**config.mk**
```make
export PLATFORM = sky130hd
export DESIGN_NAME = fuse_prog_retry
export DESIGN_NICKNAME = d
export VERILOG_FILES = /design/src/rtl/fuse_prog_pkg.sv /design/src/rtl/fuse_prog_timer.sv /design/src/rtl/fuse_prog_lane_pick.sv /design/src/rtl/fuse_prog_retry.sv
export SDC_FILE = /design/constraint.sdc
export NUM_CORES = 1
export LEC_CHECK = 0
export ABC_AREA = 1
export BUFFER_PORTS_ARGS = -buffer_cell sky130_fd_sc_hd__buf_2
export CORE_MARGIN = 2
export CORE_UTILIZATION = 50
export CTS_CLUSTER_DIAMETER = 150
export CTS_CLUSTER_SIZE = 40
export DETAILED_ROUTE_END_ITERATION = 6
export PLACE_DENSITY = 0.73
export SLEW_MARGIN = 25
export SYNTH_ARGS = -nofsm -noshare
export SYNTH_HDL_FRONTEND = slang
export SYNTH_SLANG_ARGS = --single-unit
```
**constraint.sdc**
```tcl
create_clock -name clk -period 1.84 [get_ports clk]
set_input_delay 0.368 -clock clk [delete_from_list [all_inputs] [get_ports clk]]
set_output_delay 0.368 -clock clk [all_outputs]
set_load 0.005 [all_outputs]
```
**src/rtl/fuse_prog_pkg.sv**
```systemverilog
package fuse_prog_pkg;
    typedef enum logic [3:0] {
        S_IDLE, S_RST_LO, S_RST_HOLD, S_SCAN, S_BLIND_REQ, S_BLIND_WAIT,
        S_GAP, S_VFY_REQ, S_VFY_WAIT, S_FINISH
    } state_t;

    typedef enum logic [1:0] {
        RES_NONE    = 2'd0,
        RES_OK      = 2'd1,
        RES_BADSIZE = 2'd2,
        RES_FAIL    = 2'd3
    } result_t;
endpackage

```
**src/rtl/fuse_prog_timer.sv**
```systemverilog
// Down-counter: load has priority, expired while count is zero.
module fuse_prog_timer #(
    parameter int W = 8
) (
    input  logic         clk,
    input  logic         rst_n,
    input  logic         load,
    input  logic [W-1:0] load_val,
    output logic         expired
);
    logic [W-1:0] cnt;

    always_ff @(posedge clk or negedge rst_n) begin
        if (!rst_n)          cnt <= '0;
        else if (load)       cnt <= load_val;
        else if (cnt != '0)  cnt <= cnt - W'(1);
    end

    assign expired = (cnt == '0);
endmodule

```
**src/rtl/fuse_prog_lane_pick.sv**
```systemverilog
// Selects the addressed bit out of a read-back word.
module fuse_prog_lane_pick #(
    parameter int LANE_W = 8,
    localparam int SEL_W = $clog2(LANE_W)
) (
    input  logic [LANE_W-1:0] word,
    input  logic [SEL_W-1:0]  sel,
    output logic              bit_out
);
    assign bit_out = word[sel];
endmodule

```
**src/rtl/fuse_prog_retry.sv**
```systemverilog
module fuse_prog_retry
    import fuse_prog_pkg::*;
#(
    parameter int MAX_BITS     = 16,
    parameter int OFS_W        = 10,
    parameter int CNT_W        = 8,
    parameter int BLIND_PULSES = 3,
    parameter int VERIFY_TRIES = 13,
    parameter int RST_LOW_CYC  = 2,
    parameter int SETTLE_CYC   = 100,
    parameter int GAP_CYC      = 10
) (
    input  logic                    clk,
    input  logic                    rst_n,
    input  logic                    start,
    input  logic [OFS_W-1:0]        base_ofs,
    input  logic signed [CNT_W-1:0] bit_count,
    input  logic [MAX_BITS-1:0]     bit_data,
    output logic                    busy,
    output logic                    done,
    output logic [1:0]              status,
    output logic [OFS_W-1:0]        fail_ofs,
    output logic                    dev_rst_n,
    output logic                    pulse_req,
    output logic [OFS_W-1:0]        pulse_ofs,
    input  logic                    pulse_done,
    input  logic [7:0]              rd_byte
);
    localparam int IDX_W  = $clog2(MAX_BITS + 1);
    localparam int BLD_W  = $clog2(BLIND_PULSES + 2);
    localparam int TRY_W  = $clog2(VERIFY_TRIES + 1);
    localparam int TMAX_A = (RST_LOW_CYC > SETTLE_CYC) ? RST_LOW_CYC : SETTLE_CYC;
    localparam int TMAX   = (TMAX_A > GAP_CYC) ? TMAX_A : GAP_CYC;
    localparam int TMR_W  = $clog2(TMAX + 1);

    state_t              state, nxt;
    result_t             result_q;
    logic [OFS_W-1:0]    cur_ofs, fail_ofs_q;
    logic [IDX_W-1:0]    rem_q;
    logic [MAX_BITS-1:0] data_sh;
    logic [BLD_W-1:0]    blind_cnt;
    logic [TRY_W-1:0]    try_cnt;
    logic                tmr_load, tmr_exp, bit_ok, size_ok;
    logic [TMR_W-1:0]    tmr_val;
    int                  cnt_i;

    assign cnt_i   = int'(bit_count);
    assign size_ok = (cnt_i > 0) && (cnt_i <= MAX_BITS);

    fuse_prog_timer #(.W(TMR_W)) u_tmr (
        .clk(clk), .rst_n(rst_n), .load(tmr_load), .load_val(tmr_val), .expired(tmr_exp)
    );

    fuse_prog_lane_pick #(.LANE_W(8)) u_pick (
        .word(rd_byte), .sel(cur_ofs[2:0]), .bit_out(bit_ok)
    );

    // next state and timer control
    always_comb begin
        nxt      = state;
        tmr_load = 1'b0;
        tmr_val  = '0;
        unique case (state)
            S_IDLE: if (start) begin
                if (size_ok) begin
                    nxt = S_RST_LO; tmr_load = 1'b1; tmr_val = TMR_W'(RST_LOW_CYC);
                end else nxt = S_FINISH;
            end
            S_RST_LO: if (tmr_exp) begin
                nxt = S_RST_HOLD; tmr_load = 1'b1; tmr_val = TMR_W'(SETTLE_CYC);
            end
            S_RST_HOLD: if (tmr_exp) nxt = S_SCAN;
            S_SCAN: begin
                if (rem_q == '0) nxt = S_FINISH;
                else if (data_sh[0]) begin
                    if (BLIND_PULSES == 0) begin
                        nxt = S_GAP; tmr_load = 1'b1; tmr_val = TMR_W'(GAP_CYC);
                    end else nxt = S_BLIND_REQ;
                end
            end
            S_BLIND_REQ: nxt = S_BLIND_WAIT;
            S_BLIND_WAIT: if (pulse_done) begin
                if (blind_cnt == BLD_W'(BLIND_PULSES - 1)) begin
                    nxt = S_GAP; tmr_load = 1'b1; tmr_val = TMR_W'(GAP_CYC);
                end else nxt = S_BLIND_REQ;
            end
            S_GAP: if (tmr_exp) nxt = S_VFY_REQ;
            S_VFY_REQ: nxt = S_VFY_WAIT;
            S_VFY_WAIT: if (pulse_done) begin
                if (bit_ok) nxt = S_SCAN;
                else if (try_cnt == TRY_W'(VERIFY_TRIES - 1)) nxt = S_FINISH;
                else begin
                    nxt = S_GAP; tmr_load = 1'b1; tmr_val = TMR_W'(GAP_CYC);
                end
            end
            S_FINISH: nxt = S_IDLE;
            default:  nxt = S_IDLE;
        endcase
    end

    // state register and datapath
    always_ff @(posedge clk or negedge rst_n) begin
        if (!rst_n) begin
            state      <= S_IDLE;
            result_q   <= RES_NONE;
            cur_ofs    <= '0;
            fail_ofs_q <= '0;
            rem_q      <= '0;
            data_sh    <= '0;
            blind_cnt  <= '0;
            try_cnt    <= '0;
        end else begin
            state <= nxt;
            unique case (state)
                S_IDLE: if (start) begin
                    cur_ofs    <= base_ofs;
                    data_sh    <= bit_data;
                    fail_ofs_q <= '0;
                    rem_q      <= size_ok ? IDX_W'(cnt_i) : '0;
                    result_q   <= size_ok ? RES_NONE : RES_BADSIZE;
                end
                S_SCAN: begin
                    blind_cnt <= '0;
                    try_cnt   <= '0;
                    if (rem_q == '0) result_q <= RES_OK;
                    else if (!data_sh[0]) begin
                        rem_q   <= rem_q - IDX_W'(1);
                        cur_ofs <= cur_ofs + OFS_W'(1);
                        data_sh <= data_sh >> 1;
                    end
                end
                S_BLIND_WAIT: if (pulse_done) blind_cnt <= blind_cnt + BLD_W'(1);
                S_VFY_WAIT: if (pulse_done) begin
                    if (bit_ok) begin
                        rem_q   <= rem_q - IDX_W'(1);
                        cur_ofs <= cur_ofs + OFS_W'(1);
                        data_sh <= data_sh >> 1;
                    end else if (try_cnt == TRY_W'(VERIFY_TRIES - 1)) begin
                        result_q   <= RES_FAIL;
                        fail_ofs_q <= cur_ofs;
                    end else try_cnt <= try_cnt + TRY_W'(1);
                end
                default: ;
            endcase
        end
    end

    // outputs
    always_comb begin
        busy      = (state != S_IDLE);
        done      = (state == S_FINISH);
        dev_rst_n = (state != S_RST_LO);
        pulse_req = (state == S_BLIND_REQ) || (state == S_VFY_REQ);
        pulse_ofs = cur_ofs;
        status    = result_q;
        fail_ofs  = fail_ofs_q;
    end
endmodule

```
After elaboration in Yosys (flattened, before gate mapping)
Cells that the tools add are included.
Storage, ports and cells
  register bits: 61
  output and inout bits: 26
  word-level logic and storage cells: 135
Cells by class
  add/subtract/negate cells: 5
  $lt $le $gt $ge: 3
  equal/unequal tests: 26
  mux-type cells: 72
  reduce and logical (&&, ||, !) cells: 19
Operators with widths (number)
  2-to-1 mux 10 bit: 9
  2-to-1 mux 16 bit: 5
  2-to-1 mux 4 bit: 19
  case mux 16 bit (3 select lines): 1
  case mux 4 bit (9 select lines): 1
  2-to-1 mux 5 bit: 6
  case mux 10 bit (3 select lines): 1
  case mux 7 bit (4 select lines): 1
  != test 2 bit, second input constant: 13
  2-to-1 mux 7 bit: 3
  case mux 10 bit (2 select lines): 1
  2-to-1 mux 2 bit: 9
  equality test 4 x 3 -> 1 bit, second input constant: 4
  case mux 5 bit (3 select lines): 1
  equality test 4 bit, second input constant: 3
  AND reduction 6 bit: 2
  adder 10 x 1 -> 10 bit, second input constant: 1
  AND reduction 5 bit: 2
  2-to-1 mux 1 bit: 9
  equality test 4 x 2 -> 1 bit, second input constant: 2
  > comparator 8 x 1 -> 1 bit, second input constant: 1
  less-or-equal comparator 8 x 6 -> 1 bit, second input constant: 1
  case mux 4 bit (2 select lines): 1
  nonzero test 2 bit: 4
  25 further kinds: 25

Depth between registers and ports, before layout
  depth after elaboration: 6
  gate-level depth with buffers: 12

By module
From an unflattened synthesis, not the netlist that was laid out.
Second synthesis, totals
  cell total of the unflattened synthesis: 670
  area, all modules: 4254.1 um2
Modules (own cells, without submodules)
  fuse_prog_retry: instances 1, cells an instance 583, area each 3661.0 um2, seq. area each 1351.3 um2
  fuse_prog_timer: instances 1, cells an instance 59, area each 483.0 um2, seq. area each 175.2 um2
  fuse_prog_lane_pick: instances 1, cells an instance 28, area each 110.1 um2, seq. area each 0.0 um2

Worst setup path before layout
OpenSTA, ideal clock, no wires.
  kind: reg-to-reg
  from: register state[3]
  to: register cur_ofs[1] (netlist: pulse_ofs[1])
  setup time: 122 ps
  arrival time: 1480 ps
  required time: 1718 ps
  path slack: 238 ps
  cell stages (with the launch flop): 12
  period minus slack after synthesis: 1602 ps
  path through: dfrtp_1 -> nor2_1 -> inv_2 -> nor2_8 -> nor2_8 -> nand2_4 -> nand2_2 -> nor2_4 -> nand3_4 -> buf_6 -> nand2_2 -> o21ai_2
Between the ends
  longest elaborated chain between the ends: 3
  elaborated cells between the ends (all ways): 11
  classes of those cells: eq/ne (7); mux (1); reduce/logical (3)
Ends and longest elaborated chain
  start: declaration: RTL line fuse_prog_retry.sv:36  | state_t state, nxt;
  start signal: assignment: RTL line fuse_prog_retry.sv:113  | state <= nxt;
  equality test 4 x 2 -> 1 bit, or another cell as far along: RTL line fuse_prog_retry.sv:114  | unique case (state)
  != test 2 bit (no source line) or nonzero test 3 bit (tied branches)
  AND reduction 6 bit (no source line)
  end signal: assignment: RTL line fuse_prog_retry.sv:116  | cur_ofs <= base_ofs;
  end signal: assignment: RTL line fuse_prog_retry.sv:128  | cur_ofs <= cur_ofs + OFS_W'(1);
  end signal: assignment: RTL line fuse_prog_retry.sv:136  | cur_ofs <= cur_ofs + OFS_W'(1);
  end: declaration: RTL line fuse_prog_retry.sv:38  | logic [OFS_W-1:0] cur_ofs, fail_ofs_q;
Parallel ways exist; a longest one is shown, timed or not.
A chain may end at the register's enable or synchronous reset.

Worst setup path after layout
  from: register state[3]
  to: register data_sh[14]
Between the ends
  longest elaborated chain between the ends: 3
  elaborated cells between the ends (all ways): 11
  classes of those cells: eq/ne (7); mux (1); reduce/logical (3)
Ends and longest elaborated chain
  equality test 4 x 2 -> 1 bit, or another cell as far along: RTL line fuse_prog_retry.sv:114
  != test 2 bit (no source line) or nonzero test 3 bit (tied branches)
  AND reduction 6 bit (no source line)
  end signal: assignment: RTL line fuse_prog_retry.sv:117  | data_sh <= bit_data;
  end signal: assignment: RTL line fuse_prog_retry.sv:129  | data_sh <= data_sh >> 1;
  end signal: assignment: RTL line fuse_prog_retry.sv:137  | data_sh <= data_sh >> 1;
  end: declaration: RTL line fuse_prog_retry.sv:40  | logic [MAX_BITS-1:0] data_sh;
Parallel ways exist; a longest one is shown, timed or not.

==> results.md <==
- Worst Hold Class: in2async
- Critical path class: reg2reg
- CTS tree: yes
- Via count: 3,371
- Clock Power Share: 13.4%
- Critical Path End Type: flip-flop
- Synth warn: 0
- Worst Max-Slew Pin Slew: 0.341 ns
- Root Buffer: clkbuf_8
- Share of flip-flops with an asynchronous set or reset: 100%
- Clock skew: 0.00472 ns
- Fmax: 0.584 GHz
- Post-route antenna net violation count: 0
- Slew headroom: 77.3%
- Syn Std Cell Area: between 0.003 and 0.004 mm²
- Synth-to-layout area growth: 19.9%
- Cts bufs inserted: 9
- Final Hold Viols: 0
- Sink Count: 61
- Multi-input logic area: 0.00199 mm²
- Initial antenna violation count: 0
- Commonest non-fill, non-tap cells in the layout: 118 x nand2_1, 71 x buf_2, 60 x inv_1
- Count of cell types in the netlist: 33
- Critical Path AT: 1.98 ns
- Max cap viols: 0
- Vias per cell: slightly above 5
- Reg area: 0.00153 mm²
- Worst path required time: roughly 2.1 ns
- Synth Register Bits: 61
- Max Slew Vio Count: 0
- Comb pwr share: 54.7%
- Vias in the first global route: 3,116
- Core footprint: 0.00761 mm²
- Worst skew pair latency: 0.34 ns
- Area of the die: around 0.0084 mm²
- Internal power: 4.19 mW
- Remaining DRCs: 0
- NetSw: 3.53 mW
- Sequential fraction of design power: 31.9%
- 1st-iter DRT viols: 184
- Longest Clk Path Bufs: 2
- Fin nets: 619
- Sequential share of the synthesized area: just under 40%
- Final GP Congestion: about 0.9
- Wire length per cell: 12.4 µm
- Pre-antenna DRT Iters: 4
- Die extent in x: 91.8 µm
- Most common cell after layout, fill and taps aside: nand2_1
- DRT Wirelength: a little over 8000 µm
- Net Sw Frac: 45.7%
- Crit path max fanout: 30
- H-tree depth: 3
- Pleak: approximately 2.4 nW
- Post-Syn Area per Cell: approximately 8.0 µm²
- Final hold slack: 0.0125 ns
- Number of flops mapped to enable cells by yosys: 0
- Ant diodes: 0
- Final HPWL DP: 6000 µm
- First-pass GRT wire length: between 10,000 and 15,000 µm
- Min Tclk post-route: 1.71 ns
- # IOs: 72
- Max VDD drop: 0.000731 V
- Reg clk slew, reported paths: 0.06 ns
- Status: finished clean
- Final period util: 93.0%
- PwrDens: 1670 mW/mm²
- # setup viols final: 0
- Hold-fix buffers, CTS: 0
- Synthesized instance count: 482
- Overall global routing resource usage: roughly a fifth
- Gr ovfl total: 0
- Share of layout cells above drive strength 1: 32.5%
- Net Count, Synth: between 500 and 600
- Pin count of the biggest net entering global routing: 62
- DIE HEIGHT: around 90 µm
- Row count: 32
- Top FF cell, synth: dfrtp_1
- Critical path launch point type: flip-flop
- Fin Setup TNS: 0 ns
- Initial Utilization: 50.7%
- IO Port Bufs: 71
- Filler instances: 697
cell type report:
class	instances	area share (%)
Timing Repair Buffer	87	12.0
Clock buffer	12	3.36
Inverter	65	5.55
Tap cell	102	2.76
Clock inverter	2	0.217
Sequential cell	61	33.1
Multi-Input combinational cell	340	43.0
final timing paths:
kind                                   start          end  slack, ns  cells past startpoint
worst max-delay path                state[3]  data_sh[14]       0.13                     10
worst min-delay path                   rst_n  fail_ofs[7]       0.01                      2
worst max register to register      state[3]  data_sh[14]       0.13                     10
worst min register to register    data_sh[1]   data_sh[1]       0.48                      2
max in group asynchronous              rst_n     state[0]       1.51                      2
min in group clk                bit_data[15]  data_sh[15]       0.28                      3
metal layers:
layer,share of wire (%),track usage [%]
met5,0,0
met1,46,28.0
met3,4.8,3.62
met4,1.7,8.96
met2,48,33.5
Yosys cell counts (3+ instances only):
library cell / count / area (µm²)
a21oi_1: 5 / 25.0
a22oi_1: 16 / 120
buf_2: 8 / 40.0
buf_6: 6 / 67.6
dfrtp_1: 61 / 1530
ha_1: 9 / 113
inv_1: 60 / 225
inv_2: 4 / 15.0
nand2_1: 118 / 443
nand2_2: 24 / 150
nand3_1: 29 / 145
nand3b_1: 5 / 37.5
nand4_1: 4 / 25.0
nor2_1: 27 / 101
nor2_2: 3 / 18.8
nor2_4: 3 / 33.8
nor3_1: 6 / 30.0
o21ai_0: 33 / 165
o21ai_2: 30 / 263
xor2_1: 11 / 96.3
sequential cells by signal, indices dropped and copies added, names as in the netlist:
name / flops
blind_cnt: 3
data_sh: 16
fail_ofs: 10
pulse_ofs: 10
rem_q: 5
state: 4
status: 2
try_cnt: 4
u_tmr.cnt: 7
power by group through the flow:
stage / logic (mW) / registers, mW / clock network [mW]
after floorplan: 3.35 / 2.31 / 0
after global placement: 3.98 / 2.45 / 0
after detailed placement: 4.10 / 2.46 / 0
after CTS: 4.11 / 2.45 / 1.07
after global routing: 4.77 / 2.54 / 1.13
final: 4.22 / 2.46 / 1.03
logic make-up (layout without fill, tap and decap cells):
| group | Yosys count | in the layout | synth area share, % |
|---|---|---|---|
| simple gates | 228 | 228 | 28.6 |
| flops | 61 | 61 | 39.6 |
| buf+inv | 81 | 166 | 9.45 |
| xor+xnor | 11 | 11 | 2.50 |
| mux | 2 | 2 | 0.519 |
| compound gates | 90 | 90 | 16.4 |
| fa+ha+maj | 9 | 9 | 2.92 |
worst max-delay path: stages, from the launching register on:
cell	delay, ns
dfrtp_1	0.42
nor2_2	0.18
inv_2	0.09
nor2_8	0.16
inv_2	0.11
nor2_2	0.17
nor2_4	0.07
nand3_4	0.08
buf_12	0.22
nand2_1	0.09
o21ai_2	0.06
metrics by stage:
stage / area (µm²) / std cells / setup WS (ns) / power, mW / util (%)
after CTS: 4500 / 660 / 0.0384 / 7.63 / 59.2
after global placement: 4340 / 646 / 0.0793 / 6.43 / 57.0
after global routing: 4620 / 669 / -0.0192 / 8.43 / 60.8
after floorplan: 3850 / 482 / 0.238 / 5.66 / -
after detailed placement: 4340 / 646 / 0.0609 / 6.56 / 57.0
final: 4620 / 669 / 0.129 / 7.72 / 60.8
timing repair:
| action | in CTS | in global routing |
|---|---|---|
| gates resized for setup | 0 | 12 |
| setup buffers | 0 | 9 |
| endpoints found under the setup margin | 0 | 50 |
Power figures use the tool's default switching activity.
